`config.mk`:
```
export PLATFORM = sky130hd
export DESIGN_NAME = hv_trap_ctrl
export DESIGN_NICKNAME = d
export VERILOG_FILES = /design/src/rtl/hv_pkg.sv /design/src/rtl/hv_win_dec.sv /design/src/rtl/hv_sticky_flag.sv /design/src/rtl/hv_trap_ctrl.sv
export SDC_FILE = /design/constraint.sdc
export NUM_CORES = 1
export LEC_CHECK = 0
export BUFFER_PORTS_ARGS = -buffer_cell sky130_fd_sc_hd__buf_2
export CAP_MARGIN = 25
export CORE_UTILIZATION = 44
export CTS_CLUSTER_SIZE = 28
export DETAILED_ROUTE_END_ITERATION = 12
export PLACE_DENSITY = 0.73
export SYNTH_ARGS = -nofsm -noshare
export SYNTH_HDL_FRONTEND = slang
export SYNTH_SLANG_ARGS = --single-unit
```
`constraint.sdc`:
```
create_clock -name clk_i -period 4.39 [get_ports clk_i]
set_clock_uncertainty 0.15 [all_clocks]
set_input_delay 0.439 -clock clk_i [delete_from_list [all_inputs] [get_ports clk_i]]
set_output_delay 0.439 -clock clk_i [all_outputs]
set_load 0.03 [all_outputs]
```
`src/rtl/hv_pkg.sv`:
```
package hv_pkg;
    typedef struct packed {
        logic [7:0]  a;
        logic [7:0]  x;
        logic [7:0]  y;
        logic [7:0]  z;
        logic [7:0]  b;
        logic [15:0] sp;
        logic [7:0]  p;
        logic [15:0] pc;
    } shadow_t;

    localparam int SH_A   = 0;
    localparam int SH_X   = 1;
    localparam int SH_Y   = 2;
    localparam int SH_Z   = 3;
    localparam int SH_B   = 4;
    localparam int SH_SPL = 5;
    localparam int SH_SPH = 6;
    localparam int SH_P   = 7;
    localparam int SH_PCL = 8;
    localparam int SH_PCH = 9;
endpackage

```
`src/rtl/hv_win_dec.sv`:
```
module hv_win_dec #(
    parameter logic [15:0] BASE = 16'hD640,
    parameter int          BITS = 6
) (
    input  logic [15:0]     addr_i,
    output logic            hit_o,
    output logic [BITS-1:0] off_o
);
    localparam int TAG_W = 16 - BITS;

    assign hit_o = (addr_i[15:BITS] == BASE[15:BITS]);
    assign off_o = addr_i[BITS-1:0];
    logic unused_base;
    assign unused_base = ^BASE[BITS-1:0];
    localparam int UNUSED_TAG = TAG_W;
endmodule

```
`src/rtl/hv_sticky_flag.sv`:
```
module hv_sticky_flag (
    input  logic clk_i,
    input  logic por_ni,
    input  logic set_i,
    output logic q_o
);
    logic q_d, q_q;

    always_comb begin
        q_d = q_q | set_i;
    end

    always_ff @(posedge clk_i or negedge por_ni) begin
        if (!por_ni) q_q <= 1'b0;
        else         q_q <= q_d;
    end

    assign q_o = q_q;
endmodule

```
`src/rtl/hv_trap_ctrl.sv`:
```
module hv_trap_ctrl
    import hv_pkg::*;
#(
    parameter logic [15:0] WIN_BASE  = 16'hD640,
    parameter int          WIN_BITS  = 6,
    parameter logic [15:0] TRAP_BASE = 16'h8000,
    parameter logic [15:0] RESET_VEC = 16'h8100,
    parameter int          VEC_SHIFT = 2
) (
    input  logic        clk_i,
    input  logic        rst_ni,
    input  logic        por_ni,
    input  logic [15:0] bus_addr_i,
    input  logic [7:0]  bus_wdata_i,
    input  logic        bus_we_i,
    input  logic        bus_re_i,
    output logic [7:0]  bus_rdata_o,
    input  logic [7:0]  cpu_a_i,
    input  logic [7:0]  cpu_x_i,
    input  logic [7:0]  cpu_y_i,
    input  logic [7:0]  cpu_z_i,
    input  logic [7:0]  cpu_b_i,
    input  logic [15:0] cpu_sp_i,
    input  logic [7:0]  cpu_p_i,
    input  logic [15:0] cpu_pc_i,
    output logic        hv_mode_o,
    output logic        trap_o,
    output logic        restore_o,
    output logic        pc_load_o,
    output logic [15:0] pc_addr_o,
    output logic [7:0]  sh_a_o,
    output logic [7:0]  sh_x_o,
    output logic [7:0]  sh_y_o,
    output logic [7:0]  sh_z_o,
    output logic [7:0]  sh_b_o,
    output logic [15:0] sh_sp_o,
    output logic [7:0]  sh_p_o,
    output logic [15:0] sh_pc_o,
    output logic        upgrade_o
);
    localparam logic [WIN_BITS-1:0] RET_OFF  = {WIN_BITS{1'b1}};
    localparam logic [WIN_BITS-1:0] FLAG_OFF = RET_OFF - 1'b1;

    typedef struct packed {
        logic        hv;
        logic        trap;
        logic        restore;
        logic        pc_load;
        logic [15:0] pc_addr;
        shadow_t     sh;
    } state_t;

    state_t st_d, st_q;
    logic                win_hit;
    logic [WIN_BITS-1:0] win_off;
    logic                win_wr;
    logic                flag_set_d;
    logic                flag_q;
    logic                core_rst_n;

    assign core_rst_n = rst_ni & por_ni;

    hv_win_dec #(.BASE(WIN_BASE), .BITS(WIN_BITS)) u_dec (
        .addr_i (bus_addr_i),
        .hit_o  (win_hit),
        .off_o  (win_off)
    );

    hv_sticky_flag u_flag (
        .clk_i  (clk_i),
        .por_ni (por_ni),
        .set_i  (flag_set_d),
        .q_o    (flag_q)
    );

    assign win_wr = bus_we_i & win_hit;

    always_comb begin
        st_d         = st_q;
        st_d.trap    = 1'b0;
        st_d.restore = 1'b0;
        st_d.pc_load = 1'b0;
        flag_set_d   = 1'b0;
        if (win_wr && !st_q.hv) begin
            st_d.trap    = 1'b1;
            st_d.hv      = 1'b1;
            st_d.pc_load = 1'b1;
            st_d.pc_addr = TRAP_BASE + (16'(win_off) << VEC_SHIFT);
            st_d.sh      = '{a: cpu_a_i, x: cpu_x_i, y: cpu_y_i, z: cpu_z_i,
                             b: cpu_b_i, sp: cpu_sp_i, p: cpu_p_i, pc: cpu_pc_i};
        end else if (win_wr) begin
            if (win_off == RET_OFF) begin
                st_d.hv      = 1'b0;
                st_d.restore = 1'b1;
                st_d.pc_load = 1'b1;
                st_d.pc_addr = st_q.sh.pc;
            end else if (win_off == FLAG_OFF) begin
                flag_set_d = bus_wdata_i[0];
            end else begin
                case (int'(win_off))
                    SH_A:    st_d.sh.a        = bus_wdata_i;
                    SH_X:    st_d.sh.x        = bus_wdata_i;
                    SH_Y:    st_d.sh.y        = bus_wdata_i;
                    SH_Z:    st_d.sh.z        = bus_wdata_i;
                    SH_B:    st_d.sh.b        = bus_wdata_i;
                    SH_SPL:  st_d.sh.sp[7:0]  = bus_wdata_i;
                    SH_SPH:  st_d.sh.sp[15:8] = bus_wdata_i;
                    SH_P:    st_d.sh.p        = bus_wdata_i;
                    SH_PCL:  st_d.sh.pc[7:0]  = bus_wdata_i;
                    SH_PCH:  st_d.sh.pc[15:8] = bus_wdata_i;
                    default: ;
                endcase
            end
        end
    end

    always_ff @(posedge clk_i or negedge core_rst_n) begin
        if (!core_rst_n) begin
            st_q         <= '0;
            st_q.hv      <= 1'b1;
            st_q.pc_load <= 1'b1;
            st_q.pc_addr <= RESET_VEC;
        end else begin
            st_q <= st_d;
        end
    end

    always_comb begin
        bus_rdata_o = 8'h00;
        if (bus_re_i && win_hit) begin
            if (!st_q.hv) begin
                bus_rdata_o = st_q.sh.pc[15:8];
            end else if (win_off == FLAG_OFF) begin
                bus_rdata_o = {7'b0, flag_q};
            end else begin
                case (int'(win_off))
                    SH_A:    bus_rdata_o = st_q.sh.a;
                    SH_X:    bus_rdata_o = st_q.sh.x;
                    SH_Y:    bus_rdata_o = st_q.sh.y;
                    SH_Z:    bus_rdata_o = st_q.sh.z;
                    SH_B:    bus_rdata_o = st_q.sh.b;
                    SH_SPL:  bus_rdata_o = st_q.sh.sp[7:0];
                    SH_SPH:  bus_rdata_o = st_q.sh.sp[15:8];
                    SH_P:    bus_rdata_o = st_q.sh.p;
                    SH_PCL:  bus_rdata_o = st_q.sh.pc[7:0];
                    SH_PCH:  bus_rdata_o = st_q.sh.pc[15:8];
                    default: bus_rdata_o = 8'h00;
                endcase
            end
        end
    end

    assign hv_mode_o = st_q.hv;
    assign trap_o    = st_q.trap;
    assign restore_o = st_q.restore;
    assign pc_load_o = st_q.pc_load;
    assign pc_addr_o = st_q.pc_addr;
    assign sh_a_o    = st_q.sh.a;
    assign sh_x_o    = st_q.sh.x;
    assign sh_y_o    = st_q.sh.y;
    assign sh_z_o    = st_q.sh.z;
    assign sh_b_o    = st_q.sh.b;
    assign sh_sp_o   = st_q.sh.sp;
    assign sh_p_o    = st_q.sh.p;
    assign sh_pc_o   = st_q.sh.pc;
    assign upgrade_o = flag_q;
endmodule

```
==> reports/results.tsv, run 1 <==
stage	metric	value	unit
cts	cts_buffers	9	
yosys	synth_top_area_share	42.45	%
cts	cts_tree	yes	
placement	port-buffer-count	217	
setup_path	path_max_fanout	64	
setup_path	cp_slowest_cell	dfstp_2	
setup_path	cp_data_required_time	3.80	ns
route	antenna_left	0	
cts	clockBufferDepth	2	
setup_path	timing_worst_setup_path_type	reg2out	
setup_path	rr_worst_depth	5	
setup_path	arrival	2.57	ns
cts	post_cts_resized	0	
pwr	leakagePower	4.048	nW
route	wl_per_cell	21.86	µm
placement	dpl_worst_slack	1.282	ns
timing	layout_setup_ws	1.229	ns
placement	place_congestion	0.9369	
yosys	syn_nets	728	
global_route	antenna_found_initial	1	
cts	ctsRootBufferMaster	clkbuf_16	
yosys	yosys.cell_types.count	47	
global_route	grt_overflow	0	
cts	clk_latency	0.36	ns
timing	period_minus_slack	3.161	ns
route	routed_wl	21120	µm
final_layout	nets	898	
route	viasPerCell	6.248	
yosys	seq_area_frac_synth	44.29	%
route	dr.pass1.iters	5	
cts	clkTransAtPathRegs	0.07	ns
yosys	synth_most_common_cell	dfrtp_1	
global_route	grt_max_degree	66	
floorplanning	core	12620	µm²
route	vias	6036	
cts	htree_levels	3	
floorplanning	die_h	116.0	µm
pwr	vdd_drop_max	198.0	µV
setup_path	crit_cells	6	
hold_path	min_path_type	in2async	
final_layout	drive_gt1_share	35.01	%
final_layout	syn2layout_area_growth	24.55	%
timing	grt_setup_unrepaired	no	
yosys	ys_top_cells_by_area	dfrtp_1 (42%), a21o_1 (9.5%), a21oi_1 (8.0%), nor3_1 (6.9%), mux2_2 (3.7%)	
yosys	synth_flop_cell	dfrtp_1	
setup_path	timing.rr.end	sh_p_o[6]$_DFFE_PN0P_	
timing	slew-limit-headroom	37.67	%
global_route	grt_pass1_wl	31370	µm
floorplanning	die-area	13450	µm²
final_layout	antenna_cells	0	
global_route	grt_pass1_vias	5609	
timing	finalCritPeriodShare	72.00	%
timing	setup_viol	0	
yosys	synth-edff-count	0	
setup_path	reg2reg_slack	1.66	ns
final_layout	post-route-util	56.43	%
final_layout	stdcell_area	7122	µm²
floorplanning	die-width	116.0	µm
pwr	powerDensity	271.7	nW/µm²
yosys	synth_area	5718	µm²
timing	hold_ws	0.1496	ns
cts	cts_setup_buffers	0	
route	drc_errors	0	
setup_path	reg2reg_from	hv_mode_o$_DFFE_PN1P_	
timing	setup_tns	0	ns
flow_run	cap_violations	0	
floorplanning	rows	41	
setup_path	worst_setup_path_start_kind	register	
setup_path	startpoint	hv_mode_o$_DFFE_PN1P_	
placement	place_area	6799	µm²
yosys	yosysWarnings	0	
setup_path	cp-endpoint	bus_rdata_o[6]	
yosys	synthTopCellsByCount	dfrtp_1 (97), a21oi_1 (91), nor3_1 (79), a21o_1 (72), clkbuf_1 (40)	
final_layout	fill_cells	1171	
cts	cts.sinks	101	
timing	hold_viol	0	
yosys	synth-seq-cells	101	
floorplanning	ios	218	
floorplanning	initial_core_util	45.31	%
run_status	status	completed	
yosys	async_reset_ff_share	100.0	%
global_route	grt_use_total	31.51	%
yosys	synthCells	619	
yosys	avgSynthCellArea	9.237	µm²
timing	finalMaxSlewViolations	0	
setup_path	cpPeakStageDelay	0.84	ns
timing	worstMarginPinSlew	0.9306	ns
route	drt_iter0_drc	721	
timing	max_freq	316.4	MHz
yosys	synth_top_area_cell	dfrtp_1	
setup_path	crit_chain	inv_2, buf_4, a21oi_2, nand2b_1, a31oi_1, buf_2	
setup_path	endpoint_kind	output pin	
setup_path	critical-path-top-delay-family	flip-flops	
setup_path	crit_buf_inv	3	
placement	place_hpwl	14990	µm
-- worst register-to-register path, stage by stage (launching register included) --
cell and delay, ns:
dfstp_2 0.84, inv_2 0.09, buf_4 0.27, a31oi_1 0.74, nand2b_1 0.41, a21o_1 0.17
-- power by group --
| part | internal (mW) | switching [mW] | total [mW] |
|---|---|---|---|
| Combinational | 0.0576 | 0.0994 | 0.157 |
| Sequential | 0.930 | 0.000349 | 0.931 |
| Clock | 0.488 | 0.358 | 0.847 |
-- placed cells by master, fill, tap and decap left out, drive strengths merged, types with 11 or more instances in the layout --
master,synthesis,layout
nand3,19,19
nand4,11,11
dfrtp,97,97
a21oi,95,95
nor2,14,14
a21o,72,72
and2,11,11
mux2,20,20
and3,12,12
buf,25,223
o21ai,19,19
clkbuf,40,13
nand2,12,12
nor3,79,79
a221oi,12,12
-- cell type report --
class / count / area, µm² / share of cell area (%)
multi-input combinational: 443 / 2883 / 40.48
clock buffer: 13 / 270.3 / 3.795
sequential: 101 / 2532 / 35.56
clock inverter: 3 / 42.54 / 0.5973
timing repair buffer: 224 / 1141 / 16.02
inverter: 10 / 37.54 / 0.5271
tap: 172 / 215.2 / 3.022
-- flip-flops by register name (all words and copies together) (netlist names) --
register    count
trap_o          1
sh_a_o          8
restore_o       1
sh_p_o          8
pc_addr_o      16
sh_x_o          8
sh_z_o          8
sh_sp_o        16
u_flag.q_o      1
pc_load_o       1
sh_y_o          8
sh_pc_o        16
hv_mode_o       1
sh_b_o          8
-- what timing repair did --
item / 4_1_cts / 5_1_grt
hold buffers: 1 / 0
endpoints found under the setup margin: 0 / 0
endpoints found under the hold margin: 1 / 0
-- routing by layer --
layer,track usage (%),wire [µm]
met1,42.80,8543
met2,49.09,9832
met3,4.550,1945
met4,16.24,793
met5,0,0
-- stage by stage --
| stage | instances | power, mW |
|---|---|---|
| 2_1_floorplan | 619 | 1.026 |
| 3_3_place_gp | 949 | 1.099 |
| 3_5_place_dp | 949 | 1.102 |
| 4_1_cts | 966 | 1.933 |
| 5_1_grt | 966 | 1.983 |
| 6_report | 966 | 1.935 |
-- worst min-delay path by stage --
stage | to | slack, ns | startpoint | cells after the start
floorplan | u_flag.q_o$_DFF_PN0_ | -0.007 | por_ni | 0
global placement | u_flag.q_o$_DFF_PN0_ | 0.07 | por_ni | 1
detailed placement | u_flag.q_o$_DFF_PN0_ | 0.07 | por_ni | 1
CTS | pc_addr_o[12]$_DFFE_PN0P_ | 0.19 | rst_ni | 2
global route | pc_addr_o[12]$_DFFE_PN0P_ | 0.22 | rst_ni | 2
finish | pc_addr_o[12]$_DFFE_PN0P_ | 0.15 | rst_ni | 2
-- cells by family (layout without fill, tap and decap cells) --
family                 Yosys count  after routing  synth area share, %
buffers and inverters           75            250                5.339
AND/OR/NAND/NOR                182            182                17.90
AO/OA/AOI/OAI                  235            235                26.61
multiplexers                    26             26                5.864
flip-flops                     101            101                44.29
Power figures use the tool's default switching activity.
==> run 2: changes to the inputs <==
- clock period: 4.39 -> 3.2 ns (I/O delays scaled with it)
==> run 2 against run 1 <==
Net effect:
- combinational power rose by 41%
- critical endpoint unchanged
- highest routed layer unchanged
- non-clock buffer count increased by 7
- largest power group unchanged
- global-route usage decreased by 0.26 points
- worst hold slack worse by 0.019 ns
- sequential share of layout area shrank 0.43 points
==> reports/results.tsv, run 2 (same netlist as run 1, synthesis figures left out) <==
stage	metric	value	unit
setup_path	cp_data_required_time	2.73	ns
global_route	grt_max_degree	114	
placement	place_area	6849	µm²
cts	clockBufferDepth	2	
route	antenna_left	0	
setup_path	cp_slowest_cell	buf_4	
floorplanning	initial_core_util	45.31	%
floorplanning	die_h	116.0	µm
route	vias	6034	
timing	slew-limit-headroom	46.29	%
timing	hold_viol	0	
floorplanning	ios	218	
placement	port-buffer-count	217	
setup_path	crit_chain	inv_2, buf_4, a21oi_2, nand2b_1, a31oi_1, buf_2	
setup_path	worst_setup_path_start_kind	register	
setup_path	critical-path-top-delay-family	buffers and inverters	
setup_path	timing_worst_setup_path_type	reg2out	
cts	clkTransAtPathRegs	0.07	ns
final_layout	drive_gt1_share	35.21	%
final_layout	syn2layout_area_growth	26.06	%
route	wl_per_cell	21.29	µm
route	drt_iter0_drc	610	
floorplanning	die-width	116.0	µm
timing	setup_tns	0	ns
cts	cts_tree	yes	
timing	setup_viol	0	
final_layout	antenna_cells	0	
timing	period_minus_slack	2.912	ns
hold_path	min_path_type	in2async	
cts	cts.sinks	101	
setup_path	arrival	2.44	ns
final_layout	post-route-util	57.12	%
cts	ctsRootBufferMaster	clkbuf_16	
setup_path	path_max_fanout	38	
route	routed_wl	20710	µm
route	viasPerCell	6.201	
final_layout	final_common_cell	buf_2	
pwr	vdd_drop_max	281.9	µV
flow_run	cap_violations	0	
global_route	grt_pass1_wl	31190	µm
route	dr.pass1.iters	6	
setup_path	crit_buf_inv	3	
run_status	status	completed	
final_layout	final_cell_mix	buf_2 (217), dfrtp_1 (97), a21oi_1 (91)	
timing	finalCritPeriodShare	90.99	%
setup_path	cpPeakStageDelay	0.48	ns
floorplanning	rows	41	
timing	max_freq	343.4	MHz
timing	grt_setup_unrepaired	no	
pwr	power.total	2.660	mW
global_route	grt_overflow	0	
cts	htree_levels	3	
pwr	powerDensity	369.0	nW/µm²
cts	clk_latency	0.34	ns
placement	place_congestion	0.9873	
route	drc_errors	0	
setup_path	endpoint_kind	output pin	
floorplanning	die-area	13450	µm²
global_route	grt_pass1_vias	5599	
placement	place_hpwl	14800	µm
timing	finalMaxSlewViolations	0	
floorplanning	core	12620	µm²
timing	worstMarginPinSlew	0.8019	ns
final_layout	stdcell_area	7208	µm²
pwr	leakagePower	4.087	nW
global_route	grt_use_total	31.25	%
final_layout	nets	905	
global_route	antenna_found_initial	0	
cts	cts_buffers	9	
==> run 2: cell count changes in the layout (fill, tap and decap cells not counted), sizes merged <==
cell,change
buf,+6
bufinv,+1
clkbuf,-1
clkinv,-1
clkinvlp,+1
dlygate4sd3,+1
==> run 2: through the flow <==
stage / std cells / setup WS [ns] / hold WS [ns]
after floorplan: 619 / 0.6488 / -0.1256
after global placement: 954 / 0.5256 / -0.04793
after detailed placement: 954 / 0.4770 / -0.04782
after CTS: 972 / 0.3249 / 0.1295
after global routing: 973 / 0.1331 / 0.1315
final: 973 / 0.2883 / 0.1304
==> run 2: area by class of cell <==
class / instances / area (µm²)
clock buffers: 12 / 236.5
flip-flops and latches: 101 / 2532
fillers: 1161 / 5411
well taps: 172 / 215.2
clock inverters: 4 / 75.07
inverters: 10 / 37.54
multi-input cells: 443 / 2883
repair buffers: 231 / 1229
==> run 2: report_power, final <==
group | internal, mW | switching (mW)
combinational | 0.0842 | 0.138
clock | 0.687 | 0.474
sequential | 1.28 | 0.000415
total | 2.05 | 0.612
==> run 2: worst paths after layout <==
check / to / cells past startpoint / slack, ns / startpoint
hold / removal: u_flag.q_o$_DFF_PN0_ / 2 / 0.13 / por_ni
min in group clk_i: sh_pc_o[6]$_DFFE_PN0P_ / 4 / 0.19 / cpu_pc_i[6]
max in group asynchronous: sh_x_o[1]$_DFFE_PN0P_ / 4 / 1.68 / por_ni
setup / recovery: bus_rdata_o[6] / 6 / 0.29 / hv_mode_o$_DFFE_PN1P_
setup reg to reg: sh_p_o[4]$_DFFE_PN0P_ / 5 / 0.69 / hv_mode_o$_DFFE_PN1P_
hold reg to reg: pc_addr_o[8]$_DFFE_PN1P_ / 2 / 0.34 / pc_addr_o[8]$_DFFE_PN1P_
==> run 2: worst register-to-register path: cells and delay by family (launching register included) <==
kind	cells	cell delay [ns]
AND/OR/NAND/NOR	1	0.39
buffers and inverters	2	0.55
AO/OA/AOI/OAI	2	0.82
flip-flops	1	0.54
==> run 2: metal layers <==
layer | GRT usage, % | wire [µm] | up-vias
li1 | - | - | 2657
met2 | 48.41 | 9371 | 369
met5 | 0 | 0 | -
met4 | 13.85 | 867 | 0
met3 | 6.590 | 2069 | 65
met1 | 42.26 | 8403 | 2943
==> run 2: timing repair <==
action,CTS,global route
hold endpoints to repair,37,0
hold buffers,2,0
buffers inserted,0,0
resized for setup,0,0
==> run 3: changes to the inputs <==
--- a/config.mk
+++ b/config.mk
@@ -9,6 +9,9 @@
 export CAP_MARGIN = 25
-export CORE_UTILIZATION = 44
+export CELL_PAD_IN_SITES_DETAIL_PLACEMENT = 1
+export CELL_PAD_IN_SITES_GLOBAL_PLACEMENT = 1
+export CORE_UTILIZATION = 37
+export CTS_BUF_LIST = sky130_fd_sc_hd__clkbuf_2 sky130_fd_sc_hd__clkbuf_4 sky130_fd_sc_hd__clkbuf_8
 export CTS_CLUSTER_SIZE = 28
 export DETAILED_ROUTE_END_ITERATION = 12
-export PLACE_DENSITY = 0.73
+export PLACE_DENSITY_LB_ADDON = 0.1
 export SYNTH_ARGS = -nofsm -noshare
==> constraint.sdc (replaced) <==
create_clock -name clk_i -period 3.2 [get_ports clk_i]
set_clock_uncertainty 0.15 [all_clocks]
set_input_delay 0.16 -clock clk_i [delete_from_list [all_inputs] [get_ports clk_i]]
set_output_delay 0.16 -clock clk_i [all_outputs]
set_load 0.03 [all_outputs]
==> run 3 against run 2 <==
Net effect:
- via count grew 0.80%
- routed wire length up 16%
- sequential share of layout area is 0.21 points higher
- clock power shrank 28%
- register-to-register slack gained 0.22 ns
- combinational power rose by 5%
- critical path type unchanged
- critical endpoint unchanged
- largest cell class unchanged
- largest power group unchanged
==> reports/results.tsv, run 3 (same netlist as run 1, synthesis figures left out) <==
stage	metric	value	unit
final_layout	final_common_cell	buf_2	
setup_path	worst_setup_path_start_kind	register	
run_status	status	completed	
final_layout	multi_input_area	2883	µm²
final_layout	fill_cells	1813	
setup_path	endpoint_kind	output pin	
route	vias	6082	
pwr	vdd_drop_max	157.0	µV
setup_path	rr_worst_depth	5	
final_layout	seq_area	2532	µm²
floorplanning	die-area	15960	µm²
route	antenna_left	0	
route	drt_iter0_drc	529	
pwr	powerDensity	327.6	nW/µm²
placement	place_hpwl	17230	µm
timing	hold_viol	0	
flow_run	cap_violations	0	
timing	max_freq	373.7	MHz
floorplanning	initial_core_util	37.75	%
cts	clkTransAtPathRegs	0.11	ns
floorplanning	die_h	126.3	µm
cts	post_cts_resized	0	
route	viasPerCell	6.113	
route	dr.pass1.iters	5	
setup_path	cp_data_required_time	2.89	ns
final_layout	drive_gt1_share	35.32	%
cts	cts_buffers	9	
final_layout	antenna_cells	0	
cts	htree_levels	3	
global_route	grt_pass1_wl	36780	µm
setup_path	cp-endpoint	bus_rdata_o[6]	
cts	cts_tree	yes	
global_route	grt_max_degree	114	
route	routed_wl	23950	µm
timing	finalMaxSlewViolations	0	
placement	place_congestion	0.9517	
global_route	grt_use_total	30.59	%
placement	dpl_worst_slack	0.6494	ns
floorplanning	die-width	126.3	µm
route	drc_errors	0	
setup_path	path_max_fanout	12	
final_layout	syn2layout_area_growth	25.32	%
timing	finalCritPeriodShare	83.62	%
setup_path	timing_worst_setup_path_type	reg2out	
placement	port-buffer-count	217	
setup_path	reg2reg_from	hv_mode_o$_DFFE_PN1P_	
floorplanning	rows	45	
timing	worstMarginPinSlew	0.9005	ns
timing	setup_tns	0	ns
floorplanning	ios	218	
final_layout	nets	911	
global_route	grt_overflow	0	
final_layout	final_cell_mix	buf_2 (217), dfrtp_1 (97), a21oi_1 (91)	
floorplanning	core	15150	µm²
cts	clockBufferDepth	2	
setup_path	startpoint	hv_mode_o$_DFFE_PN1P_	
hold_path	min_path_type	in2reg	
setup_path	timing.rr.end	sh_sp_o[5]$_DFFE_PN0P_	
cts	ctsRootBufferMaster	clkbuf_8	
timing	layout_setup_ws	0.5243	ns
route	wl_per_cell	24.07	µm
cts	clk_latency	0.39	ns
cts	cts.sinks	101	
timing	period_minus_slack	2.676	ns
timing	grt_setup_unrepaired	no	
setup_path	reg2reg_slack	0.91	ns
pwr	leakagePower	4.068	nW
global_route	grt_pass1_vias	6156	
global_route	antenna_found_initial	0	
setup_path	arrival	2.37	ns
timing	slew-limit-headroom	39.96	%
timing	setup_viol	0	
-- run 3: final cells by class --
type                    count  area share (%)
multi-input cells         443           40.23
flip-flops and latches    101           35.34
repair buffers            237           17.88
clock inverters             3          0.2445
inverters                  10          0.5238
well taps                 188           3.283
clock buffers              13           2.497
-- run 3: report_power, final --
| group | internal (mW) | switching (mW) | leakage, nW | total (mW) |
|---|---|---|---|---|
| Combinational | 0.0885 | 0.144 | 2.58 | 0.233 |
| Sequential | 1.28 | 0.000430 | 1.38 | 1.28 |
| Clock | 0.366 | 0.472 | 0.101 | 0.838 |
-- run 3: metrics by stage --
stage | util [%] | std cells | power (mW) | instance area [µm²] | hold slack (ns)
2_1_floorplan | - | 619 | 1.408 | 5719 | -0.2856
3_3_place_gp | 45.49 | 971 | 1.520 | 6889 | -0.2029
3_5_place_dp | 45.49 | 971 | 1.525 | 6889 | -0.2022
4_1_cts | 47.31 | 995 | 2.346 | 7166 | 0.002378
5_1_grt | 47.31 | 995 | 2.409 | 7166 | 0.02418
6_report | 47.31 | 995 | 2.348 | 7166 | 0.002586
-- run 3: worst max-delay path, cell delays in order, from the launching register on --
cell	delay, ns
dfstp_2	0.57
inv_2	0.12
nor4b_1	0.55
o21ai_0	0.21
a31oi_1	0.27
buf_2	0.26
-- run 3: worst min-delay path by stage --
stage	start	end	slack, ns	cells after the start
2_1_floorplan	por_ni	u_flag.q_o$_DFF_PN0_	-0.29	0
3_3_place_gp	por_ni	u_flag.q_o$_DFF_PN0_	-0.20	1
3_5_place_dp	por_ni	u_flag.q_o$_DFF_PN0_	-0.20	1
4_1_cts	cpu_p_i[1]	sh_p_o[1]$_DFFE_PN0P_	0.002	4
5_1_grt	cpu_x_i[1]	sh_x_o[1]$_DFFE_PN0P_	0.02	4
6_report	cpu_p_i[1]	sh_p_o[1]$_DFFE_PN0P_	0.003	4
-- run 3: timing repair --
| item | in CTS | in global routing |
|---|---|---|
| hold buffers | 8 | 0 |
| endpoints found under the hold margin | 49 | 0 |
| buffers inserted | 0 | 0 |
-- run 3: per-layer routing --
metal	track usage, %	vias up	wire length, µm
met3	3.838	40	1686
met1	40.81	3067	9998
met5	0	-	0
met2	51.06	313	11740
met4	11.13	0	524
li1	-	2662	-
